[config.mk]
export PLATFORM = sky130hd
export DESIGN_NAME = kbd_matrix_xlat
export DESIGN_NICKNAME = d
export VERILOG_FILES = /design/src/rtl/kmx_pkg.sv /design/src/rtl/kmx_prefix.sv /design/src/rtl/kmx_keymap.sv /design/src/rtl/kmx_colmux.sv /design/src/rtl/kbd_matrix_xlat.sv
export SDC_FILE = /design/constraint.sdc
export NUM_CORES = 1
export LEC_CHECK = 0
export BUFFER_PORTS_ARGS = -buffer_cell sky130_fd_sc_hd__buf_2
export CELL_PAD_IN_SITES_DETAIL_PLACEMENT = 1
export CELL_PAD_IN_SITES_GLOBAL_PLACEMENT = 2
export CORE_ASPECT_RATIO = 2
export CORE_UTILIZATION = 37
export CTS_CLUSTER_SIZE = 40
export DETAILED_ROUTE_END_ITERATION = 16
export PLACE_DENSITY_LB_ADDON = 0.05
export SLEW_MARGIN = 40
export SYNTH_ARGS = -nofsm -noshare
export SYNTH_HDL_FRONTEND = slang
export SYNTH_SLANG_ARGS = --single-unit
[constraint.sdc]
create_clock -name clk -period 3.15 [get_ports clk]
set_input_delay 0.315 -clock clk [delete_from_list [all_inputs] [get_ports clk]]
set_output_delay 0.315 -clock clk [all_outputs]
set_load 0.01 [all_outputs]
[src/rtl/kmx_pkg.sv]
package kmx_pkg;

    localparam int KM_ROWS  = 8;
    localparam int KM_COLS  = 8;
    localparam int KM_KEYS  = KM_ROWS * KM_COLS;
    localparam int KM_IDXW  = $clog2(KM_KEYS);
    localparam int KM_JOYW  = 8;
    localparam int KM_JIDXW = $clog2(KM_JOYW);
    localparam int KM_CODEW = 8;

    localparam logic [KM_CODEW-1:0] CODE_BRK = 8'hF0;
    localparam logic [KM_CODEW-1:0] CODE_EXT = 8'hE0;

    typedef enum logic [1:0] {
        POL_NAT   = 2'd0,
        POL_FORCE = 2'd1,
        POL_NEG   = 2'd2
    } pol_e;

    typedef enum logic [2:0] {
        KD_NONE  = 3'd0,
        KD_KEY   = 3'd1,
        KD_SHIFT = 3'd2,
        KD_MENU  = 3'd3,
        KD_BOOT  = 3'd4,
        KD_RUN   = 3'd5
    } kind_e;

    typedef struct packed {
        kind_e                kind;
        logic [KM_IDXW-1:0]   idx;
        pol_e                 pol;
        logic                 joy_hit;
        logic [KM_JIDXW-1:0]  joy_idx;
    } key_desc_t;

    typedef struct packed {
        logic brk;
        logic ext;
    } pfx_t;

    function automatic logic [KM_IDXW-1:0] kpos(input int r, input int c);
        return KM_IDXW'(r * KM_COLS + c);
    endfunction

endpackage

[src/rtl/kmx_prefix.sv]
module kmx_prefix
    import kmx_pkg::*;
(
    input  logic                clk,
    input  logic                rst,
    input  logic                byte_vld,
    input  logic [KM_CODEW-1:0] byte_in,
    output logic                code_stb,
    output logic                brk_flag,
    output logic                ext_flag
);

    pfx_t pfx_d, pfx_q;

    always_comb begin
        pfx_d    = pfx_q;
        code_stb = 1'b0;
        if (byte_vld) begin
            if (byte_in == CODE_BRK) begin
                pfx_d.brk = 1'b1;
            end else if (byte_in == CODE_EXT) begin
                pfx_d.ext = 1'b1;
            end else begin
                code_stb  = 1'b1;
                pfx_d.brk = 1'b0;
                pfx_d.ext = 1'b0;
            end
        end
    end

    always_ff @(posedge clk) begin
        if (rst) pfx_q <= '0;
        else     pfx_q <= pfx_d;
    end

    assign brk_flag = pfx_q.brk;
    assign ext_flag = pfx_q.ext;

endmodule

[src/rtl/kmx_keymap.sv]
module kmx_keymap
    import kmx_pkg::*;
(
    input  logic [KM_CODEW-1:0] code,
    input  logic                ext,
    input  logic                shifted,
    output key_desc_t           desc
);

    always_comb begin
        desc         = '0;
        desc.kind    = KD_NONE;
        desc.pol     = POL_NAT;
        unique case ({ext, code})
            9'h01C: begin desc.kind = KD_KEY; desc.idx = kpos(4, 1); end
            9'h032: begin desc.kind = KD_KEY; desc.idx = kpos(4, 2); end
            9'h021: begin desc.kind = KD_KEY; desc.idx = kpos(4, 3); end
            9'h023: begin desc.kind = KD_KEY; desc.idx = kpos(4, 4); end
            9'h045: begin desc.kind = KD_KEY; desc.idx = kpos(2, 0); end
            9'h016: begin desc.kind = KD_KEY; desc.idx = kpos(2, 1); end
            9'h01E: begin desc.kind = KD_KEY; desc.idx = kpos(2, 2); end
            9'h029: begin desc.kind = KD_KEY; desc.idx = kpos(7, 7); end
            9'h066: begin desc.kind = KD_KEY; desc.idx = kpos(0, 0); end
            9'h04E: begin desc.kind = KD_KEY; desc.idx = kpos(3, 5); end
            9'h03E: begin
                desc.kind = KD_KEY;
                desc.idx  = shifted ? kpos(3, 2) : kpos(3, 0);
            end
            9'h04C: begin
                desc.kind = KD_KEY;
                desc.idx  = shifted ? kpos(3, 2) : kpos(3, 3);
                desc.pol  = shifted ? POL_NEG : POL_NAT;
            end
            9'h055: begin
                desc.kind = KD_KEY;
                desc.idx  = shifted ? kpos(3, 3) : kpos(3, 5);
                desc.pol  = POL_FORCE;
            end
            9'h05A: begin
                desc.kind = KD_KEY; desc.idx = kpos(0, 2);
                desc.joy_hit = 1'b1; desc.joy_idx = KM_JIDXW'(0);
            end
            9'h16B: begin
                desc.kind = KD_KEY; desc.idx = kpos(0, 5);
                desc.joy_hit = 1'b1; desc.joy_idx = KM_JIDXW'(3);
            end
            9'h175: begin
                desc.kind = KD_KEY; desc.idx = kpos(0, 6);
                desc.joy_hit = 1'b1; desc.joy_idx = KM_JIDXW'(2);
            end
            9'h174: begin
                desc.kind = KD_KEY; desc.idx = kpos(0, 7);
                desc.joy_hit = 1'b1; desc.joy_idx = KM_JIDXW'(4);
            end
            9'h172: begin
                desc.kind = KD_KEY; desc.idx = kpos(1, 0);
                desc.joy_hit = 1'b1; desc.joy_idx = KM_JIDXW'(1);
            end
            9'h012: begin desc.kind = KD_SHIFT; desc.idx = KM_IDXW'(0); end
            9'h059: begin desc.kind = KD_SHIFT; desc.idx = KM_IDXW'(1); end
            9'h07E: desc.kind = KD_MENU;
            9'h078: desc.kind = KD_BOOT;
            9'h007: desc.kind = KD_RUN;
            default: desc.kind = KD_NONE;
        endcase
    end

endmodule

[src/rtl/kmx_colmux.sv]
module kmx_colmux #(
    parameter int NROW = 8,
    parameter int NCOL = 8
) (
    input  logic [NROW*NCOL-1:0] keys,
    input  logic [NROW-1:0]      row_sel_n,
    output logic [NCOL-1:0]      col_n
);

    for (genvar c = 0; c < NCOL; c++) begin : g_col
        logic col_hit;
        always_comb begin
            col_hit = 1'b0;
            for (int r = 0; r < NROW; r++) begin
                col_hit = col_hit | (keys[r*NCOL + c] & ~row_sel_n[r]);
            end
        end
        assign col_n[c] = ~col_hit;
    end

endmodule

[src/rtl/kbd_matrix_xlat.sv]
module kbd_matrix_xlat
    import kmx_pkg::*;
(
    input  logic                clk,
    input  logic                rst,
    input  logic                code_valid,
    input  logic [KM_CODEW-1:0] code_byte,
    input  logic [KM_ROWS-1:0]  row_sel_n,
    output logic [KM_COLS-1:0]  col_n,
    output logic                mtx_shift_n,
    output logic                menu_on,
    output logic [KM_JOYW-1:0]  joy_bits,
    output logic                boot_rst,
    output logic                run_rst
);

    localparam int NVAR = 2;

    typedef struct packed {
        logic [KM_KEYS-1:0]  keys;
        logic                lsh;
        logic                rsh;
        pol_e                ovr;
        logic                mshift;
        logic                menu;
        logic [KM_JOYW-1:0]  joy;
        logic                boot;
        logic                run;
        logic [KM_CODEW:0]   last;
        logic                last_ok;
    } st_t;

    st_t s_d, s_q;

    logic      code_stb;
    logic      pfx_brk;
    logic      pfx_ext;
    logic      ps2_sh;
    key_desc_t kd [NVAR];
    key_desc_t dnow;
    logic [KM_KEYS-1:0] key_img;

    kmx_prefix u_pfx (
        .clk      (clk),
        .rst      (rst),
        .byte_vld (code_valid),
        .byte_in  (code_byte),
        .code_stb (code_stb),
        .brk_flag (pfx_brk),
        .ext_flag (pfx_ext)
    );

    for (genvar v = 0; v < NVAR; v++) begin : g_var
        kmx_keymap u_map (
            .code    (code_byte),
            .ext     (pfx_ext),
            .shifted (1'(v)),
            .desc    (kd[v])
        );
    end

    assign ps2_sh = s_q.lsh | s_q.rsh;
    assign dnow   = ps2_sh ? kd[1] : kd[0];

    always_comb begin
        s_d = s_q;
        if (code_stb) begin
            unique case (dnow.kind)
                KD_SHIFT: begin
                    if (dnow.idx[0]) s_d.rsh = ~pfx_brk;
                    else             s_d.lsh = ~pfx_brk;
                end
                KD_MENU: begin
                    if (!pfx_brk) begin
                        s_d.menu = ~s_q.menu;
                        if (!s_q.menu) begin
                            s_d.keys    = '0;
                            s_d.ovr     = POL_NAT;
                            s_d.last_ok = 1'b0;
                        end
                    end
                end
                KD_BOOT: s_d.boot = ~pfx_brk;
                KD_RUN:  s_d.run  = ~pfx_brk;
                KD_KEY: begin
                    if (s_q.menu) begin
                        if (!pfx_brk && dnow.joy_hit)
                            s_d.joy[dnow.joy_idx] = ~s_q.joy[dnow.joy_idx];
                    end else if (pfx_brk) begin
                        s_d.keys[kd[0].idx] = 1'b0;
                        s_d.keys[kd[1].idx] = 1'b0;
                        if (s_q.last_ok && (s_q.last == {pfx_ext, code_byte})) begin
                            s_d.ovr     = POL_NAT;
                            s_d.last_ok = 1'b0;
                        end
                    end else begin
                        s_d.keys[dnow.idx] = 1'b1;
                        s_d.ovr            = dnow.pol;
                        s_d.last           = {pfx_ext, code_byte};
                        s_d.last_ok        = 1'b1;
                    end
                end
                default: ;
            endcase
        end
        unique case (s_d.ovr)
            POL_FORCE: s_d.mshift = 1'b1;
            POL_NEG:   s_d.mshift = 1'b0;
            default:   s_d.mshift = s_d.lsh | s_d.rsh;
        endcase
    end

    always_ff @(posedge clk) begin
        if (rst) begin
            s_q     <= '0;
            s_q.ovr <= POL_NAT;
        end else begin
            s_q     <= s_d;
        end
    end

    assign key_img = s_q.keys;

    kmx_colmux #(
        .NROW (KM_ROWS),
        .NCOL (KM_COLS)
    ) u_cols (
        .keys      (key_img),
        .row_sel_n (row_sel_n),
        .col_n     (col_n)
    );

    assign mtx_shift_n = ~s_q.mshift;
    assign menu_on     = s_q.menu;
    assign joy_bits    = s_q.joy;
    assign boot_rst    = s_q.boot;
    assign run_rst     = s_q.run;

endmodule

==> summary.txt, run 1 <==
Outcome
  • Status: finished with violations
  • Failing checks: design-rule violations

Worst setup path
  • Crit path arrival time: 3.23 ns
  • CP Launch Type: flop
  • Crit Path Category: reg -> reg
  • Largest stage delay on the critical path: 0.52 ns
  • CP cell instances: buf_4 -> xor2_1 -> nor4_1 -> nand4b_1 -> o32a_1 -> a211o_1 -> a21o_1 -> ha_1 -> nor2_1 -> a311oi_1 -> o21a_1
  • Crit-path slowest cell: dfxtp_1
  • Critical path fanouts, max: 9
  • CP required: 3.45 ns
  • CP endpoint kind: flop
  • FF-to-FF setup slack: 0.22 ns

Logic synthesis
  • Cell Area, Synth: 4960 um2
  • Most used standard cell by instance count after synthesis: dfxtp_1
  • Avg Inst Size Synth: 8.33 um2
  • Top cells by area, synth: dfxtp_1 37%, and2_1 6.2%, inv_1 5.2%
  • Syn_nets: 615
  • Synth area leader: dfxtp_1
  • Post-synthesis async set-or-reset flop share: 0
  • Seq/Total Area, Yosys: 0.371
  • Gate Count Post-Synth: 595
  • Count of different cell masters after synthesis: 69
  • Yosys top cell area share: 0.371
  • Synth Flop Type: dfxtp_1
  • Top cells by count, synth: 92 x dfxtp_1, 69 x inv_1, 49 x and2_1
  • Number of flops mapped to enable cells by yosys: 0
  • #FFs+latches synth: 92
  • Synth warn: 0

Flow run
  • Max-cap viol count: 0

Placed design
  • Place WS: 0.102 ns
  • DPL Wire Length: 12900 um
  • I/O Buffers: 38
  • Routability congestion estimate: 0.917

Min path
  • Type of the worst min-delay path: in -> reg

Power and ir drop
  • Leakage: 2.16 nW
  • Power Density: 437 nW/um2
  • Worst vdd ir: 245 uV

Timing
  • RSZ-0062 raised after global routing: no
  • Clk_skew: 0.00672 ns
  • Final Hold Fails: 0
  • Setup tns final: 0 ns
  • Worst slew pin tran: 0.576 ns
  • Hold_ws: 0.315 ns
  • Final period util: 0.930
  • Post-route minimum period: 2.93 ns
  • Slack of the critical path: 0.221 ns
  • Slew HR: 0.612
  • Slew Viols, Final: 0
  • Final setup fails: 0
  • Max Freq: 341 MHz

Route
  • Total routed wirelength: 16300 um
  • DRC: 5
  • Pre-antenna DRT Iters: 10
  • Routed Antenna Nets: 0
  • DRT iter0 DRCs: 145
  • DR vias: 4474
  • Via-to-Cell Ratio: 5.63
  • WL/cell: 20.6 um

CTS
  • Cts hold-fix bufs: 0
  • Root buffer cell: clkbuf_16
  • Cts bufs inserted: 9
  • CTS tree: yes
  • Clk Latency, worst-skew pair: 0.35 ns
  • H-tree levels: 3
  • Sink Count: 92
  • Resized cells post-CTS: 0
  • Postcts setup bufs: 0
  • Clock Tree Buf Depth: 2
  • Worst-path clk slew: 0.07 ns

Global route
  • Grt met2 use: 0.479
  • First-pass GRT wire length: 25800 um
  • Met3 Use GR: 0.0339
  • Largest net degree at the start of global routing: 47
  • GR Overflow Total: 0
  • GRT Max-Usage Layer: met2
  • Vias in the first global route: 4805
  • GRT met1 Usage: 0.225
  • Total global-route track usage: 0.242
  • Initial antenna violation count: 0

Floorplan
  • Core area: 13100 um2
  • Die ar.: 13900 um2
  • Num rows: 59
  • I/O Pins: 39
  • Initial Utilization: 0.379
  • Chip Width: 83.9 um
  • Chip height: 166 um

Final layout
  • # nets final: 657
  • Fillcell total: 1579
  • Layout area overhead: 14.5%
  • Fraction of layout cells with a size suffix above 1: 0.188
  • Number of diodes: 0
## cells in the final DEF (no fill, tap or decap), types with 3 or more instances in the layout
cell,instances
dfxtp_1,92
inv_1,69
and2_1,49
buf_4,43
buf_2,38
o22ai_1,33
nor2_1,31
nand3_1,28
a21oi_1,26
nor3_1,26
nor2b_1,14
mux2i_1,14
nand4_1,13
nor4_1,11
o21ai_0,11
nand2_1,11
clkbuf_16,9
a31oi_1,8
a211oi_1,7
a41oi_1,7
xnor2_1,6
or3_1,5
nor4b_1,4
nor3b_1,4
nand2b_1,4
and3_1,4
nand4b_1,4
xor2_1,4
o21bai_1,4
nor3_4,3
a221oi_1,3
## sequential cells by signal (all words and copies together), names as in the netlist
signal and flops:
key_img 64, u_pfx.ext_flag 1, boot_rst 1, menu_on 1, run_rst 1, joy_bits 8
u_pfx.brk_flag 1, s_q 15
## worst max-delay path: cells and delay by family (launching register included)
kind / cells / cell delay (ns)
xor+xnor: 1 / 0.07
fa+ha+maj: 1 / 0.31
buf+inv: 1 / 0.20
flops: 1 / 0.52
compound gates: 5 / 1.25
simple gates: 3 / 0.54
## metal layers
layer	wire [um]	part of all wire
met1	5710	0.35
met4	957	0.059
met3	338	0.021
met5	0	0
met2	9310	0.57
## logic make-up (layout without fill, tap and decap cells)
group | count (synthesis) | in the layout | share of synthesized area
mux | 15 | 15 | 0.0305
xor+xnor | 10 | 10 | 0.0177
compound gates | 124 | 124 | 0.173
buf+inv | 120 | 167 | 0.117
flops | 92 | 92 | 0.371
fa+ha+maj | 1 | 1 | 0.00252
simple gates | 233 | 233 | 0.288
## stage by stage
stage	util	instance area, um2	std cells	power [mW]
finish	0.435	5680	794	2.48
global route	0.435	5680	794	2.57
CTS	0.433	5650	793	2.51
detailed placement	0.409	5350	777	1.40
global placement	0.409	5350	777	1.40
floorplan	-	4960	595	1.32
## final timing paths
check                                    start             end  depth (start not counted)
worst min register to register      key_img[9]      key_img[9]                          1
worst min-delay path                code_valid  u_pfx.ext_flag                          3
worst max-delay path            u_pfx.ext_flag         s_q[21]                         11
worst max register to register  u_pfx.ext_flag         s_q[21]                         11
## area by class of cell
type / instances / area (um2) / share of cell area
inverter: 69 / 259 / 0.0456
clock inverter: 6 / 65.1 / 0.0115
sequential: 92 / 1840 / 0.324
timing repair buffer: 82 / 541 / 0.0952
multi-input combinational: 383 / 2540 / 0.448
clock buffer: 10 / 239 / 0.0421
tap: 152 / 190 / 0.0335
## where the power goes
group | switching [mW] | total, mW | internal, mW | leakage, nW
Clock | 0.524 | 1.11 | 0.581 | 0.150
Sequential | 0.00481 | 1.17 | 1.17 | 0.741
Combinational | 0.135 | 0.205 | 0.0696 | 1.27
Power figures use the tool's default switching activity.
==> inputs of run 2 (changes only) <==
--- a/config.mk
+++ b/config.mk
@@ -9,11 +9,12 @@
 export CELL_PAD_IN_SITES_DETAIL_PLACEMENT = 1
 export CELL_PAD_IN_SITES_GLOBAL_PLACEMENT = 2
 export CORE_ASPECT_RATIO = 2
-export CORE_UTILIZATION = 37
+export CORE_UTILIZATION = 36
 export CTS_CLUSTER_SIZE = 40
 export DETAILED_ROUTE_END_ITERATION = 16
 export PLACE_DENSITY_LB_ADDON = 0.05
 export SLEW_MARGIN = 40
 export SYNTH_ARGS = -nofsm -noshare
 export SYNTH_HDL_FRONTEND = slang
+export SYNTH_HIERARCHICAL = 1
 export SYNTH_SLANG_ARGS = --single-unit
==> run 2 against run 1 <==
Compared with the run above: the run ends with negative setup slack left; synthesized cell count rose by 74%; cell count rose by 86%; die area rose by 51%; hold slack improved by 0.024 ns; via count rose by 98%; clock power barely moved; worst setup slack got worse by 0.96 ns; count of clock-buffer cells in the layout rose by 1; highest routed layer unchanged.
==> summary.txt, run 2 <==
Worst setup path
  • CP endpoint kind: flop
  • Worst path depth: 16
  • Most used cell, CP: buf_4
  • CP bufs+invs: 2
  • Largest delay contributor family on the critical path: simple AND/OR/NAND/NOR gates
  • Largest stage delay on the critical path: 0.52 ns
  • CP Launch Type: flop
  • CP required: 3.41 ns
  • Crit path arrival time: 4.14 ns
  • Crit-path slowest cell: or4_4
  • CP cell instances: or3b_4 -> or4_4 -> and3b_1 -> nand4b_1 -> nor4b_4 -> a31oi_2 -> nand2b_4 -> buf_4 -> buf_4 -> a211o_1 -> o2bb2ai_1 -> ha_4 -> nand2_2 -> nor2_1 -> a31oi_1 -> o211a_1
  • Cells on worst reg2reg path: 16
  • Critical path fanouts, max: 3
  • Crit Path Category: reg -> reg

Final layout
  • Fillcell total: 2474
  • Number of diodes: 0
  • Commonest cells after routing, fill and taps aside: 182 x buf_4, 101 x nand2_1, 99 x o22ai_1
  • Commonest non-fill, non-tap cell in the layout: buf_4
  • # nets final: 1229
  • Finished Layout Cells: 1476
  • Max FFs per register: 64
  • Cell area after layout: 10600 um2
  • Layout area overhead: 44.0%
  • Fraction of layout cells with a size suffix above 1: 0.390

Floorplan
  • I/O Pins: 39
  • Initial Utilization: 0.368
  • Die ar.: 21000 um2
  • Core area: 19900 um2
  • Chip height: 204 um
  • Num rows: 73
  • Chip Width: 103 um

Logic synthesis
  • Most used standard cell by instance count after synthesis: a21oi_1
  • Synth Flop Type: dfxtp_1
  • Top cells by area, synth: dfxtp_1 25%, a21oi_1 9.9%, o22ai_1 8.4%
  • Seq/Total Area, Yosys: 0.251
  • Number of flops mapped to enable cells by yosys: 0
  • Cell Area, Synth: 7330 um2
  • Count of different cell masters after synthesis: 89
  • Avg Inst Size Synth: 7.07 um2
  • Synth warn: 6
  • Synth area leader: dfxtp_1
  • Yosys top cell area share: 0.251
  • Post-synthesis async set-or-reset flop share: 0
  • Gate Count Post-Synth: 1036
  • #FFs+latches synth: 92
  • Top cells by count, synth: 145 x a21oi_1, 102 x nand2_1, 99 x o22ai_1

Placed design
  • Placed Cells: 1440
  • DPL Wire Length: 25700 um
  • Routability congestion estimate: 0.910
  • Place WS: -0.637 ns
  • Placed inst area: 9040 um2
  • I/O Buffers: 38

Timing
  • Clk_skew: 0.00741 ns
  • Max Freq: 257 MHz
  • Final setup fails: 85
  • Slack of the critical path: -0.734 ns
  • Final period util: 1.23
  • Worst slew pin tran: 0.853 ns
  • RSZ-0062 raised after global routing: yes
  • Post-route minimum period: 3.88 ns
  • Slew Viols, Final: 0
  • Final Hold Fails: 0
  • Slew HR: 0.431
  • Setup tns final: -37.62 ns

CTS
  • Sink Count: 92
  • H-tree levels: 3
  • Cts bufs inserted: 9
  • Clk Latency, worst-skew pair: 0.37 ns
  • Worst-path clk slew: 0.07 ns
  • Root buffer cell: clkbuf_16
  • CTS tree: yes
  • Clock Tree Buf Depth: 2

Global route
  • Total global-route track usage: 0.359
  • GR Overflow Total: 0
  • Initial antenna violation count: 0
  • Largest net degree at the start of global routing: 67
  • First-pass GRT wire length: 54300 um
  • Vias in the first global route: 9355

Route
  • Routed Antenna Nets: 0
  • DRC: 0
  • Via-to-Cell Ratio: 6.00
  • WL/cell: 25.0 um
  • Pre-antenna DRT Iters: 5
  • DR vias: 8859
  • Total routed wirelength: 36900 um
  • DRT iter0 DRCs: 328

Outcome
  • Failing checks: negative setup slack
  • Status: finished with violations

Power and ir drop
  • Worst vdd ir: 377 uV
  • Power Density: 264 nW/um2
  • Tot Pwr: 2.78 mW
  • Leakage: 3.89 nW

Min path
  • Type of the worst min-delay path: in -> reg
  • Worst hold path depth: 3

Flow run
  • Max-cap viol count: 0
## run 2: cell types whose count changed after synthesis, moves of 9 or more
cell / change
a21oi_1: +119
nand2_1: +91
o22ai_1: +66
nor3_1: +60
and2_1: -45
clkbuf_1: +38
nor2_1: +20
mux2i_1: +14
nand3_1: -14
nand2b_1: +13
nand3b_1: +12
inv_1: +9
or3_1: +9
## run 2: worst reg2reg max path, stage by stage (launching register included)
cell	delay, ns
dfxtp_4	0.34
or3b_4	0.38
or4_4	0.52
and3b_1	0.20
nand4b_1	0.33
nor4b_4	0.29
a31oi_2	0.08
nand2b_4	0.16
buf_4	0.13
buf_4	0.12
a211o_1	0.31
o2bb2ai_1	0.19
ha_4	0.29
nand2_2	0.05
nor2_1	0.11
a31oi_1	0.11
o211a_1	0.17
## run 2: per-stage QoR
step	utilization	hold WS, ns
6_report	0.530	0.339
5_1_grt	0.530	0.333
4_1_cts	0.510	0.328
3_5_place_dp	0.454	0.469
3_3_place_gp	0.454	0.450
2_1_floorplan	-	0.384
## run 2: timing repair
item                       in CTS  in global routing
setup buffers                  10                  7
setup endpoints to repair      78                 88
gates cloned                    9                  0
resized for setup             118                 88
hold buffers                    0                  0
pin swaps                      62                 46
## run 2: final cells by class
class	instances	area, um2	share of cell area
multi-input combinational	775	5600	0.530
timing repair buffer	253	2200	0.209
clock inverter	5	35.0	0.00332
clock buffer	11	253	0.0239
tap	262	328	0.0311
sequential	92	1850	0.175
inverter	78	293	0.0277
## run 2: metal layers
layer / GRT usage / vias up / wire [um] / part of all wire
met5: 0 / - / 0 / 0
met4: 0.352 / 0 / 4160 / 0.11
met3: 0.0655 / 172 / 1280 / 0.035
met2: 0.652 / 267 / 19500 / 0.53
met1: 0.312 / 4341 / 12000 / 0.32
li1: - / 4079 / - / -
## run 2: logic make-up (layout without fill, tap and decap cells)
group,after synthesis,count (layout),share of synthesized area
AOI/OAI and AO/OA,307,307,0.250
adders and majority gates,1,1,0.00171
DFF,92,92,0.251
and+or+nand+nor,415,415,0.329
muxes,32,32,0.0452
other,2,8,0.00102
buffers and inverters,175,347,0.108
xor gates and xnor gates,12,12,0.0143
## run 2: path summary, 6_finish.rpt
| path | start | slack [ns] | end |
|---|---|---|---|
| max | u_pfx/ext_flag | -0.73 | s_q[21] |
| min | code_valid | 0.34 | u_pfx/ext_flag |
| max reg2reg | u_pfx/ext_flag | -0.73 | s_q[21] |
| min reg2reg | s_q[0] | 0.47 | s_q[0] |
## run 2: report_power, final
| part | switching (mW) | internal, mW | leakage (nW) |
|---|---|---|---|
| Combinational | 0.308 | 0.194 | 3.01 |
| Sequential | 0.00451 | 1.17 | 0.742 |
| Clock | 0.530 | 0.581 | 0.142 |
==> inputs of run 3 (changes only) <==
--- a/config.mk
+++ b/config.mk
@@ -13,6 +13,7 @@
 export CTS_CLUSTER_SIZE = 40
 export DETAILED_ROUTE_END_ITERATION = 16
 export PLACE_DENSITY_LB_ADDON = 0.05
+export RECOVER_POWER = 100
 export SLEW_MARGIN = 40
 export SYNTH_ARGS = -nofsm -noshare
 export SYNTH_HDL_FRONTEND = slang
==> run 3 against run 2 <==
Compared with the run above: the run still ends with negative setup slack left; critical path depth did not move; fmax is 0.40% lower; via count rose by 0.42%; sequential share of layout area barely moved; global-route usage is the same; worst setup slack got worse by 0.016 ns; largest cell class unchanged; largest power group unchanged; highest routed layer unchanged.
==> summary.txt, run 3 (synthesis gave the netlist of run 2 again) <==
Min path
  • Hold Startpoint: code_valid
  • Type of the worst min-delay path: in -> reg

Placed design
  • Place WS: -0.637 ns
  • Routability congestion estimate: 0.910
  • I/O Buffers: 38
  • DPL Wire Length: 25700 um

Floorplan
  • Die ar.: 21000 um2
  • Chip height: 204 um
  • Chip Width: 103 um
  • I/O Pins: 39
  • Num rows: 73
  • Initial Utilization: 0.368
  • Core area: 19900 um2

CTS
  • Clk Latency, worst-skew pair: 0.37 ns
  • H-tree levels: 3
  • CTS tree: yes
  • Root buffer cell: clkbuf_16
  • Cts bufs inserted: 9
  • Worst-path clk slew: 0.07 ns
  • Sink Count: 92
  • Cts hold-fix bufs: 0
  • Clock Tree Buf Depth: 2

Worst setup path
  • R2R Path Start: u_pfx/ext_flag
  • CP endpoint kind: flop
  • CP cell instances: or3b_4 -> or4_4 -> and3b_1 -> nand4b_1 -> nor4b_4 -> a31oi_2 -> nand2b_4 -> buf_4 -> buf_4 -> a211o_1 -> o2bb2ai_1 -> ha_4 -> nand2_2 -> nor2_1 -> a31oi_1 -> o211a_1
  • CP Launch Type: flop
  • Crit Path Category: reg -> reg
  • CP required: 3.41 ns
  • Most used cell, CP: buf_4
  • Worst Setup SP: u_pfx/ext_flag
  • Crit-path slowest cell: or4_4
  • Largest stage delay on the critical path: 0.52 ns
  • Crit path arrival time: 4.16 ns
  • Critical path fanouts, max: 3

Route
  • Via-to-Cell Ratio: 6.03
  • Post-Route M1 WL: 11900 um
  • Total routed wirelength: 36900 um
  • WL/cell: 25.0 um
  • Met2 wire len: 19500 um
  • WL met3: 1350 um
  • Max layer used: met4
  • Routed Antenna Nets: 0
  • DRT iter0 DRCs: 331
  • Pre-antenna DRT Iters: 6
  • DR vias: 8896
  • DRC: 0

Timing
  • Post-route minimum period: 3.90 ns
  • Worst slew pin tran: 0.854 ns
  • Hold_ws: 0.338 ns
  • RSZ-0062 raised after global routing: yes
  • Clk_skew: 0.00811 ns
  • Final Hold Fails: 0
  • Max Freq: 256 MHz
  • Final period util: 1.24
  • Slew Viols, Final: 0
  • Slack of the critical path: -0.750 ns
  • Slew HR: 0.430
  • Final setup fails: 85

Outcome
  • Failing checks: negative setup slack
  • Status: finished with violations

Power and ir drop
  • Power Density: 264 nW/um2
  • Leakage: 3.84 nW
  • Worst vdd ir: 376 uV

Global route
  • Total global-route track usage: 0.359
  • Initial antenna violation count: 0
  • Largest net degree at the start of global routing: 67
  • First-pass GRT wire length: 54300 um
  • GR Overflow Total: 0
  • Vias in the first global route: 9355

Final layout
  • Layout area overhead: 43.8%
  • Commonest non-fill, non-tap cell in the layout: buf_4
  • Max FFs per register: 64
  • # nets final: 1229
  • Final Core Density: 0.529
  • Commonest cells after routing, fill and taps aside: 182 x buf_4, 101 x nand2_1, 99 x o22ai_1
  • Number of diodes: 0
  • Fraction of layout cells with a size suffix above 1: 0.380

Flow run
  • Max-cap viol count: 0
## run 3: where the power goes
group,internal [mW],total [mW],switching (mW)
Sequential,1.17,1.17,0.00450
Combinational,0.194,0.502,0.309
Clock,0.581,1.11,0.526
## run 3: layout make-up
type | instances | area, um2
Tap cell | 262 | 328
Clock buffer | 11 | 253
Clock inverter | 5 | 35.0
Sequential cell | 92 | 1850
Timing Repair Buffer | 253 | 2190
Fill cell | 2478 | 9370
Multi-Input combinational cell | 775 | 5600
Inverter | 78 | 293
## run 3: worst max-delay path, delay by kind of cell, from the launching register on
kind	cells	cell delay, ns
flops	1	0.34
buf+inv	2	0.25
simple gates	8	2.05
compound gates	5	0.86
fa+ha+maj	1	0.29
## run 3: path summary, 6_finish.rpt
| check | endpoint | slack (ns) | depth (start not counted) |
|---|---|---|---|
| min reg2reg | s_q[0] | 0.47 | 2 |
| max | s_q[21] | -0.75 | 16 |
| max reg2reg | s_q[21] | -0.75 | 16 |
| min | u_pfx/ext_flag | 0.34 | 3 |
## run 3: metal layers
metal / GRT usage / up-vias
li1: - / 4085
met1: 0.312 / 4354
met2: 0.652 / 279
met3: 0.0655 / 178
met4: 0.352 / 0
met5: 0 / -
## run 3: repair_timing
action	in CTS	in global routing
resized for setup	118	88
buffers inserted	10	7
setup endpoints to repair	78	88
pin swaps	62	46
gates cloned	9	0
endpoints found under the hold margin	0	0
## run 3: stage by stage
stage	instance area, um2	TNS (ns)	instances	total power, mW
after floorplan	7370	-0.393	1042	1.42
after global placement	9040	-22.50	1440	1.62
after detailed placement	9040	-26.98	1440	1.62
after CTS	10200	-23.85	1475	2.78
after global routing	10500	-48.62	1476	2.86
final	10500	-38.68	1476	2.78
